==> src/rtl/hpc_pkg.sv <==
package hpc_pkg;
  localparam int NUM_IN  = 3;
  localparam int IN_BTN  = 0;
  localparam int IN_PRS  = 1;
  localparam int IN_LAT  = 2;
  localparam int RD_W    = 16;
  localparam int WR_W    = 7;
  localparam int EV_W    = 3;
  localparam logic [1:0] ADDR_CAP  = 2'd0;
  localparam logic [1:0] ADDR_CTRL = 2'd1;
  localparam logic [1:0] ADDR_STAT = 2'd2;

  typedef enum logic [1:0] {
    IND_RSVD  = 2'b00,
    IND_ON    = 2'b01,
    IND_BLINK = 2'b10,
    IND_OFF   = 2'b11
  } ind_mode_e;
endpackage

==> src/rtl/hpc_debounce.sv <==
module hpc_debounce #(
  parameter int DEB_CYCLES = 16
) (
  input  logic clk,
  input  logic rst_n,
  input  logic raw_in,
  output logic level,
  output logic changed
);
  localparam int CW = (DEB_CYCLES > 1) ? $clog2(DEB_CYCLES) : 1;
  localparam logic [CW-1:0] CNT_LAST = CW'(DEB_CYCLES - 1);

  logic sync1_q, sync2_q;
  logic [CW-1:0] cnt_q, cnt_d;
  logic lvl_q, lvl_d, chg_q, chg_d;

  always_ff @(posedge clk or negedge rst_n) begin
    if (!rst_n) begin
      sync1_q <= 1'b0;
      sync2_q <= 1'b0;
    end else begin
      sync1_q <= raw_in;
      sync2_q <= sync1_q;
    end
  end

  always_comb begin
    cnt_d = cnt_q;
    lvl_d = lvl_q;
    chg_d = 1'b0;
    if (sync2_q == lvl_q) begin
      cnt_d = '0;
    end else if (cnt_q == CNT_LAST) begin
      cnt_d = '0;
      lvl_d = sync2_q;
      chg_d = 1'b1;
    end else begin
      cnt_d = cnt_q + 1'b1;
    end
  end

  always_ff @(posedge clk or negedge rst_n) begin
    if (!rst_n) begin
      cnt_q <= '0;
      lvl_q <= 1'b0;
      chg_q <= 1'b0;
    end else begin
      cnt_q <= cnt_d;
      lvl_q <= lvl_d;
      chg_q <= chg_d;
    end
  end

  assign level   = lvl_q;
  assign changed = chg_q;

  AST_DEB_AGREE: assert property (@(posedge clk) disable iff (!rst_n)
    !$stable(lvl_q) |-> ($past(sync2_q) == lvl_q));
endmodule

==> src/rtl/hpc_blink.sv <==
module hpc_blink #(
  parameter int BLINK_DIV = 25_000_000
) (
  input  logic clk,
  input  logic rst_n,
  output logic phase
);
  localparam int CW = (BLINK_DIV > 1) ? $clog2(BLINK_DIV) : 1;
  localparam logic [CW-1:0] CNT_LAST = CW'(BLINK_DIV - 1);

  logic [CW-1:0] cnt_q, cnt_d;
  logic ph_q, ph_d;

  always_comb begin
    cnt_d = cnt_q + 1'b1;
    ph_d  = ph_q;
    if (cnt_q == CNT_LAST) begin
      cnt_d = '0;
      ph_d  = ~ph_q;
    end
  end

  always_ff @(posedge clk or negedge rst_n) begin
    if (!rst_n) begin
      cnt_q <= '0;
      ph_q  <= 1'b0;
    end else begin
      cnt_q <= cnt_d;
      ph_q  <= ph_d;
    end
  end

  assign phase = ph_q;

  AST_PHASE_HOLD: assert property (@(posedge clk) disable iff (!rst_n)
    (cnt_q != CNT_LAST) |=> $stable(ph_q));
endmodule

==> src/rtl/hpc_indicator.sv <==
module hpc_indicator
  import hpc_pkg::*;
(
  input  logic       clk,
  input  logic       rst_n,
  input  ind_mode_e  mode,
  input  logic       phase,
  output logic       led
);
  logic led_q, led_d;

  always_comb begin
    case (mode)
      IND_ON:    led_d = 1'b1;
      IND_BLINK: led_d = phase;
      default:   led_d = 1'b0;
    endcase
  end

  always_ff @(posedge clk or negedge rst_n) begin
    if (!rst_n) led_q <= 1'b0;
    else        led_q <= led_d;
  end

  assign led = led_q;

  AST_LED_ON: assert property (@(posedge clk) disable iff (!rst_n)
    (mode == IND_ON) |=> led_q);
endmodule

==> src/rtl/hpc_slot_ctrl.sv <==
module hpc_slot_ctrl
  import hpc_pkg::*;
#(
  parameter int          DEB_CYCLES   = 16,
  parameter int          BLINK_DIV    = 25_000_000,
  parameter logic [7:0]  SLOT_NUM     = 8'd1,
  parameter bit          SURPRISE_OK  = 1'b1,
  parameter bit          HAS_PWR_CTRL = 1'b1
) (
  input  logic            clk,
  input  logic            rst_n,
  input  logic [1:0]      reg_addr,
  input  logic            reg_wr,
  input  logic [WR_W-1:0] reg_wdata,
  output logic [RD_W-1:0] reg_rdata,
  input  logic            btn_in,
  input  logic            prsnt_in,
  input  logic            latch_open_in,
  output logic            slot_pwr_en,
  output logic            pwr_led,
  output logic            attn_led,
  output logic            interlock_en,
  output logic            irq
);
  localparam logic [RD_W-1:0] CAP_WORD =
    {SLOT_NUM, 5'd0, HAS_PWR_CTRL, SURPRISE_OK, 1'b1};

  // reset: asserted asynchronously, released after two clocks
  logic rs1_q, rs2_q, srst_n;
  always_ff @(posedge clk or negedge rst_n) begin
    if (!rst_n) begin
      rs1_q <= 1'b0;
      rs2_q <= 1'b0;
    end else begin
      rs1_q <= 1'b1;
      rs2_q <= rs1_q;
    end
  end
  assign srst_n = rs2_q;

  // sensor conditioning
  logic [NUM_IN-1:0] raw_in, lvl, chg;
  assign raw_in = {latch_open_in, prsnt_in, btn_in};

  for (genvar g = 0; g < NUM_IN; g++) begin : g_deb
    hpc_debounce #(.DEB_CYCLES(DEB_CYCLES)) u_deb (
      .clk     (clk),
      .rst_n   (srst_n),
      .raw_in  (raw_in[g]),
      .level   (lvl[g]),
      .changed (chg[g])
    );
  end

  logic btn_press, lat_open_ev, prs_lost;
  logic [EV_W-1:0] new_ev;
  assign btn_press   = chg[IN_BTN] & lvl[IN_BTN];
  assign lat_open_ev = chg[IN_LAT] & lvl[IN_LAT];
  assign prs_lost    = chg[IN_PRS] & ~lvl[IN_PRS];
  assign new_ev      = {chg[IN_PRS], chg[IN_LAT], btn_press};

  // register access decode
  logic ctrl_wr, stat_wr;
  assign ctrl_wr = reg_wr && (reg_addr == ADDR_CTRL);
  assign stat_wr = reg_wr && (reg_addr == ADDR_STAT);

  // control and status state
  logic            int_en_q, int_en_d;
  ind_mode_e       pind_q, pind_d, aind_q, aind_d;
  logic            pwr_q, pwr_d;
  logic            lock_q, lock_d;
  logic [EV_W-1:0] ev_q, ev_d, clr_mask;

  assign clr_mask = stat_wr ? reg_wdata[EV_W-1:0] : '0;

  always_comb begin
    int_en_d = int_en_q;
    pind_d   = pind_q;
    aind_d   = aind_q;
    pwr_d    = pwr_q;
    lock_d   = lock_q;
    if (ctrl_wr) begin
      int_en_d = reg_wdata[0];
      if (reg_wdata[2:1] != IND_RSVD) pind_d = ind_mode_e'(reg_wdata[2:1]);
      if (reg_wdata[4:3] != IND_RSVD) aind_d = ind_mode_e'(reg_wdata[4:3]);
      pwr_d  = reg_wdata[5] & ~lvl[IN_LAT];
      lock_d = reg_wdata[6];
    end
    if (HAS_PWR_CTRL && lat_open_ev) pwr_d = 1'b0;
    if (SURPRISE_OK && prs_lost)     pwr_d = 1'b0;
  end

  always_comb begin
    ev_d = (ev_q & ~clr_mask) | new_ev;
  end

  always_ff @(posedge clk or negedge srst_n) begin
    if (!srst_n) begin
      int_en_q <= 1'b0;
      pind_q   <= IND_OFF;
      aind_q   <= IND_OFF;
      pwr_q    <= 1'b0;
      lock_q   <= 1'b0;
      ev_q     <= '0;
    end else begin
      int_en_q <= int_en_d;
      pind_q   <= pind_d;
      aind_q   <= aind_d;
      pwr_q    <= pwr_d;
      lock_q   <= lock_d;
      ev_q     <= ev_d;
    end
  end

  // indicators
  logic phase;
  ind_mode_e ind_mode [2];
  logic [1:0] led_drv;
  assign ind_mode[0] = pind_q;
  assign ind_mode[1] = aind_q;

  hpc_blink #(.BLINK_DIV(BLINK_DIV)) u_blink (
    .clk   (clk),
    .rst_n (srst_n),
    .phase (phase)
  );

  for (genvar i = 0; i < 2; i++) begin : g_ind
    hpc_indicator u_ind (
      .clk   (clk),
      .rst_n (srst_n),
      .mode  (ind_mode[i]),
      .phase (phase),
      .led   (led_drv[i])
    );
  end

  assign pwr_led      = led_drv[0];
  assign attn_led     = led_drv[1];
  assign slot_pwr_en  = HAS_PWR_CTRL ? pwr_q : 1'b1;
  assign interlock_en = lock_q;
  assign irq          = int_en_q & (|ev_q);

  // read mux
  always_comb begin
    case (reg_addr)
      ADDR_CAP:  reg_rdata = CAP_WORD;
      ADDR_CTRL: reg_rdata = {9'd0, lock_q, pwr_q, aind_q, pind_q, int_en_q};
      ADDR_STAT: reg_rdata = {10'd0, lvl[IN_LAT], lvl[IN_PRS], 1'b0, ev_q};
      default:   reg_rdata = '0;
    endcase
  end

  AST_LATCH_CUTS_PWR: assert property (@(posedge clk) disable iff (!srst_n)
    (HAS_PWR_CTRL && lat_open_ev) |=> !slot_pwr_en);
  AST_SURPRISE_CUT: assert property (@(posedge clk) disable iff (!srst_n)
    (SURPRISE_OK && HAS_PWR_CTRL && prs_lost) |=> !slot_pwr_en);
  AST_EV_STICKY: assert property (@(posedge clk) disable iff (!srst_n)
    !stat_wr |=> ((ev_q & $past(ev_q)) == $past(ev_q)));
  AST_IRQ_ON_EVENT: assert property (@(posedge clk) disable iff (!srst_n)
    (int_en_q && (new_ev != '0) && !ctrl_wr) |=> irq);
endmodule

==> config.mk <==
export PLATFORM = sky130hd
export DESIGN_NAME = hpc_slot_ctrl
export DESIGN_NICKNAME = d
export VERILOG_FILES = /design/src/rtl/hpc_pkg.sv /design/src/rtl/hpc_debounce.sv /design/src/rtl/hpc_blink.sv /design/src/rtl/hpc_indicator.sv /design/src/rtl/hpc_slot_ctrl.sv
export SDC_FILE = /design/constraint.sdc
export NUM_CORES = 1
export LEC_CHECK = 0
export ABC_AREA = 1
export ABC_CLOCK_PERIOD_IN_PS = 3200
export BUFFER_PORTS_ARGS = -buffer_cell sky130_fd_sc_hd__buf_2
export CORE_MARGIN = 1
export CORE_UTILIZATION = 40
export DETAILED_ROUTE_END_ITERATION = 8
export PLACE_DENSITY = 0.59
export SYNTH_ARGS = -nofsm -noshare
export SYNTH_HDL_FRONTEND = slang
export SYNTH_HIERARCHICAL = 1
export SYNTH_SLANG_ARGS = --single-unit
==> constraint.sdc <==
create_clock -name clk -period 3.2 [get_ports clk]
set_input_delay 0.48 -clock clk [delete_from_list [all_inputs] [get_ports clk]]
set_output_delay 0.48 -clock clk [all_outputs]
set_load 0.005 [all_outputs]
==> results.yml <==
setup_path:
  crit_path_cells: "nand3_1 > o21ai_0 > buf_2"
  critical_path.max_stage_delay_ns: 0.58
  critical_path_buf_inv_count: 1
  critical_path.startpoint_type: "flip-flop"
  crit_path_top_delay_cell: "sky130_fd_sc_hd__dfstp_2"
  category_of_the_worst_setup_path_capture_point: "primary output"
  critical-path-top-delay-family: "flip-flops"
  start_point_of_the_critical_path: "aind_q[1]"
  wp_data_required_ns: 2.72
  worstReg2RegEnd: "u_blink/cnt_q[3]"
  worst_r2r_path_depth: 8
  crit_fanout: 4
  r2r_start: "u_blink/cnt_q[0]"
  timing.reg2reg.setup_slack_ns: 1.76
  worstSetupPathType: "reg -> out"
  crit_arrival_ns: 1.21
detailed_routing:
  postRouteAntennaNets: 0
  detail_route.first_pass.iterations: 4
  finalWirelength_mm: 6.205
  routedWlPerCell_um: 10.96
  initialDrtViolationCount: 94
  vias: 2567
  remaining_drc_errors: 0
  route.detailed.vias_per_inst: 4.535
finish:
  nFillCells: 832
  num_antenna_cells: 0
  most_common_library_cell_in_the_layout_ignoring_fill_and_taps: "sky130_fd_sc_hd__nand2_1"
  areaGrowthSynthToFinish_pct: 13.42
  final_cell_mix: "103 x sky130_fd_sc_hd__nand2_1, 66 x sky130_fd_sc_hd__nor2_1, 59 x sky130_fd_sc_hd__inv_1, 59 x sky130_fd_sc_hd__dfrtp_1, 27 x sky130_fd_sc_hd__buf_2"
  finalNetCount: 479
  drive_gt1_share_pct: 18.44
  layoutNonFillerInstCount: 566
timing:
  final_max_slew_viol_count: 0
  clock_skew_ns: 0.01049
  crit_path_setup_slack_layout_ns: 1.507
  rsz_0062_raised_after_global_routing: "false"
  hold_viol_final: 0
  worst_slew_pin_slew_ns: 0.5387
  timing.final.setup_violations: 0
  setup-tns-final_ns: 0
  maxClockFrequency_mhz: 590.7
  maxSlewHeadroom_pct: 64.09
  fin_crit_sh_pct: 52.91
  period_needed_ns: 1.693
clocking:
  post_cts_sizing_count: 0
  clock-sinks: 64
  tritoncts: "built"
  clk_path_buf_depth: 2
  cts_htree_levels: 3
  clk_latency_ns: 0.34
  clkTransAtPathRegs_ns: 0.08
  cts-hold-fix-buffers: 1
  clockRootBuffer: "sky130_fd_sc_hd__clkbuf_8"
  cts_buffers: 9
  cts.repair_timing.setup_buffer_count: 0
power_and_ir_drop:
  power.ir.vdd_worst_mv: 0.2547
  pwr_density_cell_mw_per_mm2: 447.2
  total_leakage_power_nw: 1.996
place:
  pre_cts_slack_ns: 1.643
  numPlacedInstances: 549
  count_of_buffers_from_port_buffering: 27
  place_hpwl_mm: 4.673
  finalWeightedCongestion: 0.7666
global_routing:
  grt_pass1_vias: 2483
  grt-ovfl-total: 0
  grt_pass1_wl_mm: 11.10
  pin_count_of_the_biggest_net_entering_global_routing: 43
  grt_antenna_before_repair: 0
  grt_util_all_layers_pct: 16.37
floorplan:
  rows: 33
  die_height_um: 93.99
  die_area_mm2: 0.008833
  die-width_um: 93.99
  core_mm2: 0.008217
  io_pins: 36
  floorplan.initialDensity_pct: 41.19
logic_synthesis:
  synth.yosys.seq_area_share_pct: 47.47
  postSynthCellCount: 417
  ys_ff_latch: 64
  netlist-cell-type-count: 25
  yosysWarnings: 6
  syn_avg_cell_area_um2: 8.116
  syn_area_mm2: 0.003384
hold_path:
  worst_hold_path_type: "reg -> async"
status:
  outcome: "completed"
run:
  maxCapViolations: 0
## metal layers
layer	vias up	share of wire [%]	global-route usage, %
met5	-	0	0
met4	0	1.3	4.744
met3	8	2.7	5.178
met2	31	48	26.95
met1	1188	48	20.56
li1	1340	-	-
## through the flow
stage / instance area, um2 / hold slack [ns] / util [%] / total power, mW
6_report: 3839 / 0.2135 / 46.72 / 1.717
5_1_grt: 3839 / 0.2055 / 46.72 / 1.817
4_1_cts: 3839 / 0.2193 / 46.72 / 1.750
3_5_place_dp: 3626 / 0.2266 / 44.13 / 1.036
3_3_place_gp: 3626 / 0.2264 / 44.13 / 1.030
2_1_floorplan: 3411 / 0.1844 / - / 0.9856
## logic make-up after synthesis
logic type,after synthesis,share of synthesized area [%]
compound gates,23,3.623
xor+xnor,15,3.882
fa+ha+maj,8,2.958
buf+inv,70,8.651
flops,64,47.47
other cells,2,0.2219
simple gates,235,33.20
## state kept, by name (all words and copies together) (netlist names)
name                 flops
slot_pwr_en              1
g_deb.u_deb/sync1_q      3
ev_q                     3
rs2_q                    1
pind_q                   2
g_deb.u_deb/level        3
u_blink/cnt_q           25
g_deb.u_deb/sync2_q      3
int_en_q                 1
g_deb.u_deb/cnt_q       12
g_ind.u_ind/led          2
rs1_q                    1
u_blink/phase            1
aind_q                   2
interlock_en             1
g_deb.u_deb/changed      3
## power by group
part	leakage (nW)	internal (mW)	switching (mW)
Clock	0.0925	0.366	0.333
Sequential	0.837	0.854	0.0342
Combinational	1.07	0.0560	0.0745
Total	2.00	1.28	0.441
## cells in the mapped netlist
cell type                   n  area [um2]
sky130_fd_sc_hd__conb_1     2       7.510
sky130_fd_sc_hd__and2_1     1       6.260
sky130_fd_sc_hd__a21oi_2    2       17.52
sky130_fd_sc_hd__nor3_1     2       10.01
sky130_fd_sc_hd__xor2_1    12       105.1
sky130_fd_sc_hd__nor2_8     2       40.04
sky130_fd_sc_hd__nand2_4    5       56.30
sky130_fd_sc_hd__nand2_1  103       386.6
sky130_fd_sc_hd__inv_2      3       11.26
sky130_fd_sc_hd__buf_4      8       60.06
sky130_fd_sc_hd__o21ai_1    4       20.02
sky130_fd_sc_hd__nor2_1    66       247.7
sky130_fd_sc_hd__inv_1     59       221.5
sky130_fd_sc_hd__nand2_2    5       31.28
sky130_fd_sc_hd__a21oi_1    7       35.03
sky130_fd_sc_hd__o21ai_0   10       50.05
sky130_fd_sc_hd__xnor2_1    3       26.28
sky130_fd_sc_hd__ha_1       8       100.1
sky130_fd_sc_hd__dfstp_2    4       105.1
sky130_fd_sc_hd__nand3_2    7       70.07
sky130_fd_sc_hd__dfrtp_1   60        1501
sky130_fd_sc_hd__nor2_2     6       37.54
sky130_fd_sc_hd__nand4_1    8       50.05
sky130_fd_sc_hd__nand3_1   24       120.1
sky130_fd_sc_hd__nor2_4     6       67.56
## worst max-delay path by stage
stage | to | cells past startpoint | slack (ns)
floorplan | ev_q[0] | 0 | 1.29
global route | reg_rdata[4] | 3 | 1.39
CTS | reg_rdata[4] | 3 | 1.49
finish | reg_rdata[4] | 3 | 1.51
detailed placement | reg_rdata[5] | 5 | 1.64
global placement | reg_rdata[4] | 5 | 1.67
## final cells by class
| cell class | count | area (um2) | share of cell area [%] |
|---|---|---|---|
| well taps | 105 | 131.4 | 3.422 |
| repair buffers | 29 | 152.6 | 3.977 |
| clock buffers | 9 | 123.9 | 3.227 |
| inverters | 62 | 232.7 | 6.063 |
| clock inverters | 7 | 78.83 | 2.053 |
| multi-input cells | 290 | 1511 | 39.37 |
| flip-flops and latches | 64 | 1608 | 41.88 |
No activity file was read; power rests on OpenSTA's default activity.
